File: config.mk
export PLATFORM = sky130hd
export DESIGN_NAME = retstack_branch_unit
export DESIGN_NICKNAME = d
export VERILOG_FILES = /design/src/rtl/retstack_branch_unit.sv
export SDC_FILE = /design/constraint.sdc
export NUM_CORES = 1
export LEC_CHECK = 0
export CAP_MARGIN = 30
export CORE_ASPECT_RATIO = 1.5
export CORE_MARGIN = 2
export CORE_UTILIZATION = 55
export DETAILED_ROUTE_END_ITERATION = 16
export DONT_BUFFER_PORTS = 1
export PLACE_DENSITY = 0.74
export REMOVE_ABC_BUFFERS = 1
export SLEW_MARGIN = 40
export SYNTH_ARGS = -nofsm -noshare
export SYNTH_HDL_FRONTEND = slang
export SYNTH_SLANG_ARGS = --single-unit
File: constraint.sdc
create_clock -name clk -period 2.9 [get_ports clk]
set_clock_uncertainty 0.2 [all_clocks]
set_input_delay 0.145 -clock clk [delete_from_list [all_inputs] [get_ports clk]]
set_output_delay 0.145 -clock clk [all_outputs]
set_load 0.02 [all_outputs]
File: src/rtl/retstack_branch_unit.sv
module retstack_branch_unit #(
  parameter int AW    = 20,
  parameter int DEPTH = 8,
  parameter int LW    = 4,
  parameter int OW    = 16
) (
  input  logic          clk,
  input  logic          rst_n,
  input  logic          valid_i,
  input  logic [3:0]    kind_i,
  input  logic [AW-1:0] pc_i,
  input  logic [LW-1:0] len_i,
  input  logic [OW-1:0] ofs_i,
  input  logic [AW-1:0] tgt_i,
  input  logic          cond_i,
  input  logic [AW-1:0] reg_i,
  output logic [AW-1:0] pc_o,
  output logic [AW-1:0] rdat_o,
  output logic          rdat_we_o,
  output logic          cy_we_o,
  output logic          cy_o,
  output logic          xm_set_o
);
  localparam logic [3:0] K_SEQ = 4'd0,  K_BCOND = 4'd1,  K_BRA12 = 4'd2,  K_BRA16 = 4'd3;
  localparam logic [3:0] K_BSR12 = 4'd4, K_BSR16 = 4'd5, K_JMPA = 4'd6,  K_JSRA = 4'd7;
  localparam logic [3:0] K_JREG = 4'd8, K_XPC = 4'd9,    K_RTN = 4'd10,  K_RTNCC = 4'd11;
  localparam logic [3:0] K_RTNSC = 4'd12, K_RTNXM = 4'd13, K_PUSH = 4'd14, K_POP = 4'd15;

  logic [AW-1:0] stk [DEPTH];

  wire [AW-1:0] top    = stk[0];
  wire [AW-1:0] seq_pc = pc_i + AW'(len_i);
  wire [AW-1:0] rel8   = pc_i + {{(AW-8){ofs_i[7]}}, ofs_i[7:0]};
  wire [AW-1:0] rel12  = pc_i + {{(AW-12){ofs_i[11]}}, ofs_i[11:0]};
  wire [AW-1:0] rel16  = pc_i + {{(AW-OW){ofs_i[OW-1]}}, ofs_i};
  wire          cret   = cond_i && (ofs_i[7:0] == 8'd0);

  logic          do_push, do_pop, r_we, c_we, c_val, xm;
  logic [AW-1:0] push_val, pc_nx, r_val;

  always_comb begin
    do_push  = 1'b0;
    do_pop   = 1'b0;
    push_val = seq_pc;
    pc_nx    = seq_pc;
    r_we     = 1'b0;
    r_val    = top;
    c_we     = 1'b0;
    c_val    = 1'b0;
    xm       = 1'b0;
    case (kind_i)
      K_BCOND: if (cret) begin pc_nx = top; do_pop = 1'b1; end
               else if (cond_i) pc_nx = rel8;
      K_BRA12: pc_nx = rel12;
      K_BRA16: pc_nx = rel16;
      K_BSR12: begin pc_nx = rel12; do_push = 1'b1; end
      K_BSR16: begin pc_nx = rel16; do_push = 1'b1; end
      K_JMPA:  pc_nx = tgt_i;
      K_JSRA:  begin pc_nx = tgt_i; do_push = 1'b1; end
      K_JREG:  pc_nx = reg_i;
      K_XPC:   begin pc_nx = reg_i; r_we = 1'b1; r_val = seq_pc; end
      K_RTN:   begin pc_nx = top; do_pop = 1'b1; end
      K_RTNCC: begin pc_nx = top; do_pop = 1'b1; c_we = 1'b1; end
      K_RTNSC: begin pc_nx = top; do_pop = 1'b1; c_we = 1'b1; c_val = 1'b1; end
      K_RTNXM: begin pc_nx = top; do_pop = 1'b1; xm = 1'b1; end
      K_PUSH:  begin do_push = 1'b1; push_val = reg_i; end
      K_POP:   begin do_pop = 1'b1; r_we = 1'b1; end
      default: ;
    endcase
  end

  always_ff @(posedge clk or negedge rst_n) begin
    if (!rst_n) begin
      for (int i = 0; i < DEPTH; i++) stk[i] <= '0;
    end else if (valid_i) begin
      if (do_push) begin
        stk[0] <= push_val;
        for (int i = 1; i < DEPTH; i++) stk[i] <= stk[i-1];
      end else if (do_pop) begin
        for (int i = 0; i < DEPTH-1; i++) stk[i] <= stk[i+1];
        stk[DEPTH-1] <= '0;
      end
    end
  end

  always_ff @(posedge clk or negedge rst_n) begin
    if (!rst_n) begin
      pc_o      <= '0;
      rdat_o    <= '0;
      rdat_we_o <= 1'b0;
      cy_we_o   <= 1'b0;
      cy_o      <= 1'b0;
      xm_set_o  <= 1'b0;
    end else begin
      rdat_we_o <= valid_i && r_we;
      cy_we_o   <= valid_i && c_we;
      xm_set_o  <= valid_i && xm;
      if (valid_i) begin
        pc_o <= pc_nx;
        if (r_we) rdat_o <= r_val;
        if (c_we) cy_o <= c_val;
      end
    end
  end


  nt_keep_chk: assert property (@(posedge clk) disable iff (!rst_n)
    valid_i && kind_i == K_BCOND && !cond_i |=> pc_o == $past(pc_i + AW'(len_i)) && stk[0] == $past(stk[0]));


  ret_pc_chk: assert property (@(posedge clk) disable iff (!rst_n)
    valid_i && kind_i == K_RTN |=> pc_o == $past(stk[0]));


  cy_src_chk: assert property (@(posedge clk) disable iff (!rst_n)
    cy_we_o |-> $past(valid_i) && ($past(kind_i) == K_RTNCC || $past(kind_i) == K_RTNSC));


  xm_src_chk: assert property (@(posedge clk) disable iff (!rst_n)
    xm_set_o |-> $past(valid_i) && $past(kind_i) == K_RTNXM);


  push_top_chk: assert property (@(posedge clk) disable iff (!rst_n)
    valid_i && kind_i == K_PUSH |=> stk[0] == $past(reg_i));


  idle_hold_chk: assert property (@(posedge clk) disable iff (!rst_n)
    !valid_i |=> $stable(pc_o) && !rdat_we_o && !cy_we_o && !xm_set_o);
endmodule

==> results of run 1 <==
-- sequential cells by signal, summed over array words and instances (netlist names) --
signal     flops
xm_set_o       1
cy_o           1
stk          140
top           20
cy_we_o        1
pc_o          20
rdat_we_o      1
rdat_o        20
-- logic make-up after synthesis --
group,synth area share (%)
flops,41.9
compound gates,21.5
xor+xnor,3.23
mux,11.2
simple gates,13.7
fa+ha+maj,4.15
buf+inv,4.27
-- how the worst max path moves through the flow --
stage          cells after the start      start                    to
2_1_floorplan                      7   ofs_i[5]  stk[100]$_DFFE_PN0P_
3_3_place_gp                      13  kind_i[1]  pc_o[17]$_DFFE_PN0P_
3_5_place_dp                      13  kind_i[1]  pc_o[19]$_DFFE_PN0P_
4_1_cts                           11    pc_i[5]   pc_o[9]$_DFFE_PN0P_
5_1_grt                           12    pc_i[1]   pc_o[9]$_DFFE_PN0P_
6_report                           9     cond_i   pc_o[8]$_DFFE_PN0P_
-- stage by stage --
| stage | power, uW | utilization [%] | cell area [sq um] |
|---|---|---|---|
| 2_1_floorplan | 4310 | - | 11700 |
| 3_3_place_gp | 4620 | 57.0 | 12400 |
| 3_5_place_dp | 4670 | 57.3 | 12400 |
| 4_1_cts | 7610 | 65.2 | 14200 |
| 5_1_grt | 7940 | 65.5 | 14200 |
| 6_report | 7640 | 65.5 | 14200 |
-- timing repair --
item	CTS	global route
setup endpoints to repair	0	4
hold endpoints to repair	316	204
setup buffers	0	0
resized for setup	0	13
-- worst register-to-register path: cells and delay by family, from the launching register on --
kind	cells	cell delay, ns
AND/OR/NAND/NOR	2	0.18
buffers and inverters	2	1.16
flip-flops	1	0.46
adder cells (fa/ha/maj)	1	0.38
AO/OA/AOI/OAI	2	0.22
-- final cells by class --
class | count | area [sq um]
clock buffers | 29 | 596
flip-flops and latches | 204 | 5100
clock inverters | 8 | 97.6
multi-input cells | 1038 | 6620
inverters | 15 | 56.3
fillers | 1738 | 7490
repair buffers | 139 | 1410
well taps | 272 | 340
-- power groups by stage --
stage / Combinational [uW] / Sequential [uW] / Clock, uW
floorplan: 924 / 3390 / 0
global placement: 1160 / 3460 / 0
detailed placement: 1200 / 3470 / 0
CTS: 1400 / 3420 / 2800
global route: 1580 / 3450 / 2910
finish: 1450 / 3430 / 2770
-- per-layer routing --
| metal | vias to the layer above | track usage [%] | routed length (um) | part of all wire [%] |
|---|---|---|---|---|
| met2 | 473 | 48.3 | 16600 | 47 |
| met1 | 5129 | 37.4 | 13800 | 39 |
| li1 | 4996 | - | - | - |
| met4 | 0 | 17.5 | 2170 | 6.2 |
| met3 | 139 | 5.55 | 2560 | 7.3 |
| met5 | - | 0 | 0 | 0 |
-- placed cells by master (no fill, tap or decap), drive strengths merged, types with 18 or more instances in the layout --
cell type and instances:
dfrtp 204, nand3 20, a21oi 55, a21o 18
ha 34, xnor2 27, clkbuf 29, buf 37
dlygate4sd3 101, nand2 261, mux2i 134, nor2 57
o21ai 213
==> results.ini, run 1 <==
[setup_path]
path_cells = dlygate4sd3_1, inv_1, nand2_1, nand2_1, inv_1, o2111ai_1, a221oi_1, nor2_1, dlygate4sd3_1
endpoint_kind = flop
start_kind = input port
critPathArrivalTime_ns = 3.02
crit_slowest_cell = dlygate4sd3_1
crit_buf_inv = 4
crit_type = in -> reg
r2r_cells = 7
r2r_start = top[19]$_DFFE_PN0P_
crit_fanout = 8
r2r_end = pc_o[19]$_DFFE_PN0P_
crit_required_ns = 3.09
critPathMaxStageDelay_ns = 0.77
crit_family = buffers and inverters
rrSetupSlack_ns = 0.19

[drt]
vias = 10700
drtIter0Drc = 978
drtPass1Iterations = 6
viasPerCell = 6.30
drc_errors = 0
wl_per_cell_um = 20.6
routed_wl_um = 35200
postRouteAntennaNets = 0

[logic_synthesis]
syn-cell-area_sq_um = 12200
synth_seq_area_share_pct = 41.9
synth_seq_cells = 204
yosys_warnings = 0
yosysUniqueCellTypes = 67
synth_flop_cell = dfrtp_1
synth_largest_area_cell = dfrtp_1
synth_edf_count = 0
syn_area_per_cell_sq_um = 9.05
synth_most_common_cell = nand2_1
synthCells = 1345
postSynth.asyncResetShare_pct = 100
ys_top_cells_by_count = nand2_1, dfrtp_1, mux2i_1
synth.top_cells.by_area = dfrtp_1, mux2i_1, nand2_1
netlist.area_leader.share_pct = 41.9

[floorplanning]
io_pins = 132
die_area_sq_um = 23400
die_h_um = 186
start_util_pct = 56.0
rows = 66
fp.coreArea_sq_um = 21700
die_x_um = 125

[global_routing]
grt_max_degree = 205
overflow = 0
grt_pass1_vias = 10500
grt_usage_pct = 29.7
grt_pass1_wl_um = 55900
antenna_found_initial = 0

[timing]
slew_headroom_pct = 54.9
finalHoldViolations = 204
fmaxAchievable_ghz = 0.353
finalCritPeriodShare_pct = 97.6
layout_setup_ws_ns = 0.0704
final_max_slew_viol_count = 0
setup_viol = 0
period_needed_ns = 2.83
holdWs_ns = -0.867
tns_ns = 0
worstMarginPinSlew_ns = 0.673
rsz0062_at_grt = true

[placed_design]
portBuffers = 0
dp.cells = 1565
dpl.hpwl_um = 23300
place.gp.congestion = 0.906
place_ws_ns = 0.0111

[power]
switching_share_pct = 30.3
power_switching_uw = 2320
vdd.ir_drop.worst_mv = 0.335
p_int_uw = 5320
p_seq_share_pct = 44.8
pwr_density_cell_nw_per_um2 = 537
p_leak_uw = 0.00643
power_frac_clock_pct = 36.2
comb_power_share_pct = 18.9

[min_path]
hold_path.class = in -> async

[run]
maxCapViolations = 0

[clocking]
cts.sinks = 204
cts_tree = yes
clk_pin_slew_ns = 0.06
clk_latency_ns = 0.50
htreeDepth = 1
postCtsHoldBufs = 103
clockRootBuffer = clkbuf_16
numCtsBuffers = 21
clockBufferDepth = 3

[status]
outcome = finished, violations left
violations = hold timing

[layout]
drive_gt1_share_pct = 7.75
fin_cells = 1705
layout.nets = 1543
diodes = 0
syn2layout_area_growth_pct = 16.9

Note: power is estimated with default switching activity, not from simulation.
==> run 2: changes to the inputs <==
--- a/config.mk
+++ b/config.mk
@@ -6,12 +6,14 @@
 export NUM_CORES = 1
 export LEC_CHECK = 0
 export CAP_MARGIN = 30
+export CELL_PAD_IN_SITES_DETAIL_PLACEMENT = 1
+export CELL_PAD_IN_SITES_GLOBAL_PLACEMENT = 1
 export CORE_ASPECT_RATIO = 1.5
 export CORE_MARGIN = 2
-export CORE_UTILIZATION = 55
+export CORE_UTILIZATION = 53
 export DETAILED_ROUTE_END_ITERATION = 16
 export DONT_BUFFER_PORTS = 1
-export PLACE_DENSITY = 0.74
+export PLACE_DENSITY = 0.89
 export REMOVE_ABC_BUFFERS = 1
 export SLEW_MARGIN = 40
 export SYNTH_ARGS = -nofsm -noshare
==> run 2 against run 1 <==
  * The run ends with hold timing, setup timing left
  * Critical path depth unchanged
  * Combinational power up 16%
  * Via count up 15%
  * Power up 2.3%
  * Global-route usage up 14 points
  * Largest power group unchanged
  * Count of clock-buffer cells in the layout down 1
  * Register-to-register slack worse by 0.07 ns
  * Flip-flop and latch count unchanged
==> results.ini, run 2 (synthesized netlist as in run 1, its figures left out) <==
[layout]
fin_util_pct = 63.4  ; -2.0 points
largest_register_ffs = 140  ; unchanged
regMostFlops = stk
fillers = 2504  ; +44%
drive_gt1_share_pct = 8.81  ; +1.1 points
syn2layout_area_growth_pct = 17.1
final_cell_mix = nand2_1, dfrtp_1, mux2i_1
final_common_cell = nand2_1
layout.nets = 1543  ; unchanged

[setup_path]
r2r_end = pc_o[16]$_DFFE_PN0P_
endpoint_kind = flop
crit_start = cond_i
cp-endpoint = pc_o[2]$_DFFE_PN0P_
start_kind = input port
critPathMaxStageDelay_ns = 0.78  ; about the same
rrSetupSlack_ns = 0.12  ; -0.07 ns
critPathArrivalTime_ns = 3.22  ; +0.20 ns
r2r_cells = 7  ; unchanged
r2r_start = top[16]$_DFFE_PN0P_
path_cells = dlygate4sd3_1, inv_1, nand2_1, nand2_1, inv_1, o211ai_1, dlygate4sd3_1, a221oi_1, nor2_1
crit_type = in -> reg
crit_slowest_cell = dlygate4sd3_1
crit_fanout = 7  ; -1
crit_required_ns = 3.10  ; about the same

[timing]
tns_ns = -0.141  ; -0.141 ns
period_needed_ns = 3.02  ; +0.190 ns
holdWs_ns = -0.886  ; -0.0185 ns
layout_setup_ws_ns = -0.120  ; -0.190 ns
final_max_slew_viol_count = 0  ; unchanged
fmaxAchievable_ghz = 0.331  ; -6.3%
finalHoldViolations = 206  ; +0.98%
slew_headroom_pct = 48.8  ; -6.0 points
finalCritPeriodShare_pct = 104  ; +6.6 points
worstMarginPinSlew_ns = 0.765  ; +0.0920 ns
setup_viol = 2  ; +2
rsz0062_at_grt = true

[floorplanning]
die_h_um = 190  ; +1.8%
start_util_pct = 54.2  ; -1.9 points
io_pins = 132  ; unchanged
rows = 67  ; +1.5%
fp.coreArea_sq_um = 22500  ; +3.4%
die_x_um = 128  ; +1.8%
die_area_sq_um = 24200  ; +3.7%

[clocking]
postCtsHoldBufs = 99  ; -3.9%
cts.sinks = 204  ; unchanged
clk_latency_ns = 0.53  ; +0.03 ns
clockRootBuffer = clkbuf_16
clockBufferDepth = 3  ; unchanged
htreeDepth = 1  ; unchanged
clk_pin_slew_ns = 0.07  ; about the same
numCtsBuffers = 21  ; unchanged
cts_tree = yes

[run]
maxCapViolations = 0  ; unchanged

[placed_design]
place_ws_ns = -0.0216  ; -0.0327 ns
dpl.hpwl_um = 27300  ; +17%
portBuffers = 0  ; unchanged
place.gp.congestion = 0.929  ; +2.6%

[status]
violations = hold timing, setup timing
outcome = finished, violations left

[power]
p_leak_uw = 0.00642  ; -0.19%
pwr_density_cell_nw_per_um2 = 548  ; +2.1%
vdd.ir_drop.worst_mv = 0.470  ; +40%
finalPower_uw = 7820  ; +2.3%

[global_routing]
grt_pass1_vias = 13400  ; +28%
overflow = 0  ; unchanged
grt_pass1_wl_um = 80800  ; +45%
grt_usage_pct = 43.3  ; +14 points
grt_max_degree = 205  ; unchanged
antenna_found_initial = 2  ; +2

[drt]
postRouteAntennaNets = 0  ; unchanged
drtIter0Drc = 1538  ; +57%
vias = 12400  ; +15%
drc_errors = 0  ; unchanged
routed_wl_um = 52800  ; +50%
drtPass1Iterations = 6  ; unchanged
viasPerCell = 7.23  ; +15%
wl_per_cell_um = 30.9  ; +50%

[min_path]
hold_path.class = in -> async

-- run 2: worst min-delay path by stage --
stage | start | to | slack (ns) | depth (start not counted)
4_1_cts | rst_n | stk[84]$_DFFE_PN0P_ | -0.88 | 0
2_1_floorplan | rst_n | cy_o$_DFFE_PN0P_ | -0.35 | 0
3_3_place_gp | rst_n | stk[84]$_DFFE_PN0P_ | -0.35 | 0
3_5_place_dp | rst_n | stk[84]$_DFFE_PN0P_ | -0.35 | 0
6_report | rst_n | pc_o[4]$_DFFE_PN0P_ | -0.89 | 0
5_1_grt | rst_n | stk[124]$_DFFE_PN0P_ | -0.90 | 0
-- run 2: repair_timing --
item                                    in CTS  in global routing
setup buffers                                0                  1
endpoints found under the hold margin      309                204
endpoints found under the setup margin       0                  9
gates resized for setup                      0                 28
-- run 2: worst max-delay path: cells and delay by family --
| kind | cells | cell delay, ns |
|---|---|---|
| AO/OA/AOI/OAI | 2 | 0.49 |
| AND/OR/NAND/NOR | 3 | 0.66 |
| buffers and inverters | 4 | 1.90 |
-- run 2: stage by stage --
step | hold slack, ns | cells | area, sq um
4_1_cts | -0.881 | 1705 | 14100
3_5_place_dp | -0.348 | 1571 | 12400
6_report | -0.886 | 1708 | 14300
3_3_place_gp | -0.347 | 1569 | 12400
2_1_floorplan | -0.351 | 1257 | 11700
5_1_grt | -0.904 | 1708 | 14300
-- run 2: layout make-up --
class	count	area (sq um)	area share, %
Antenna cell	1	2.50	0.0176
Clock buffer	28	582	4.08
Clock inverter	7	41.3	0.290
Inverter	15	56.3	0.395
Multi-Input combinational cell	1038	6710	47.1
Sequential cell	204	5100	35.8
Tap cell	276	345	2.42
Timing Repair Buffer	139	1410	9.90
-- run 2: layer usage --
metal | GRT usage [%] | vias up | share of wire [%]
li1 | - | 4987 | -
met1 | 49.9 | 6062 | 35
met2 | 68.5 | 933 | 46
met3 | 12.6 | 372 | 9.8
met4 | 31.0 | 0 | 9.2
met5 | 0 | - | 0
-- run 2: report_power, final --
group / leakage, uW / internal (uW) / switching, uW / total [uW]
Sequential: 0.00277 / 3050 / 429 / 3480
Combinational: 0.00334 / 671 / 1010 / 1680
Clock: 0.000309 / 1410 / 1250 / 2660
Total: 0.00642 / 5140 / 2680 / 7820
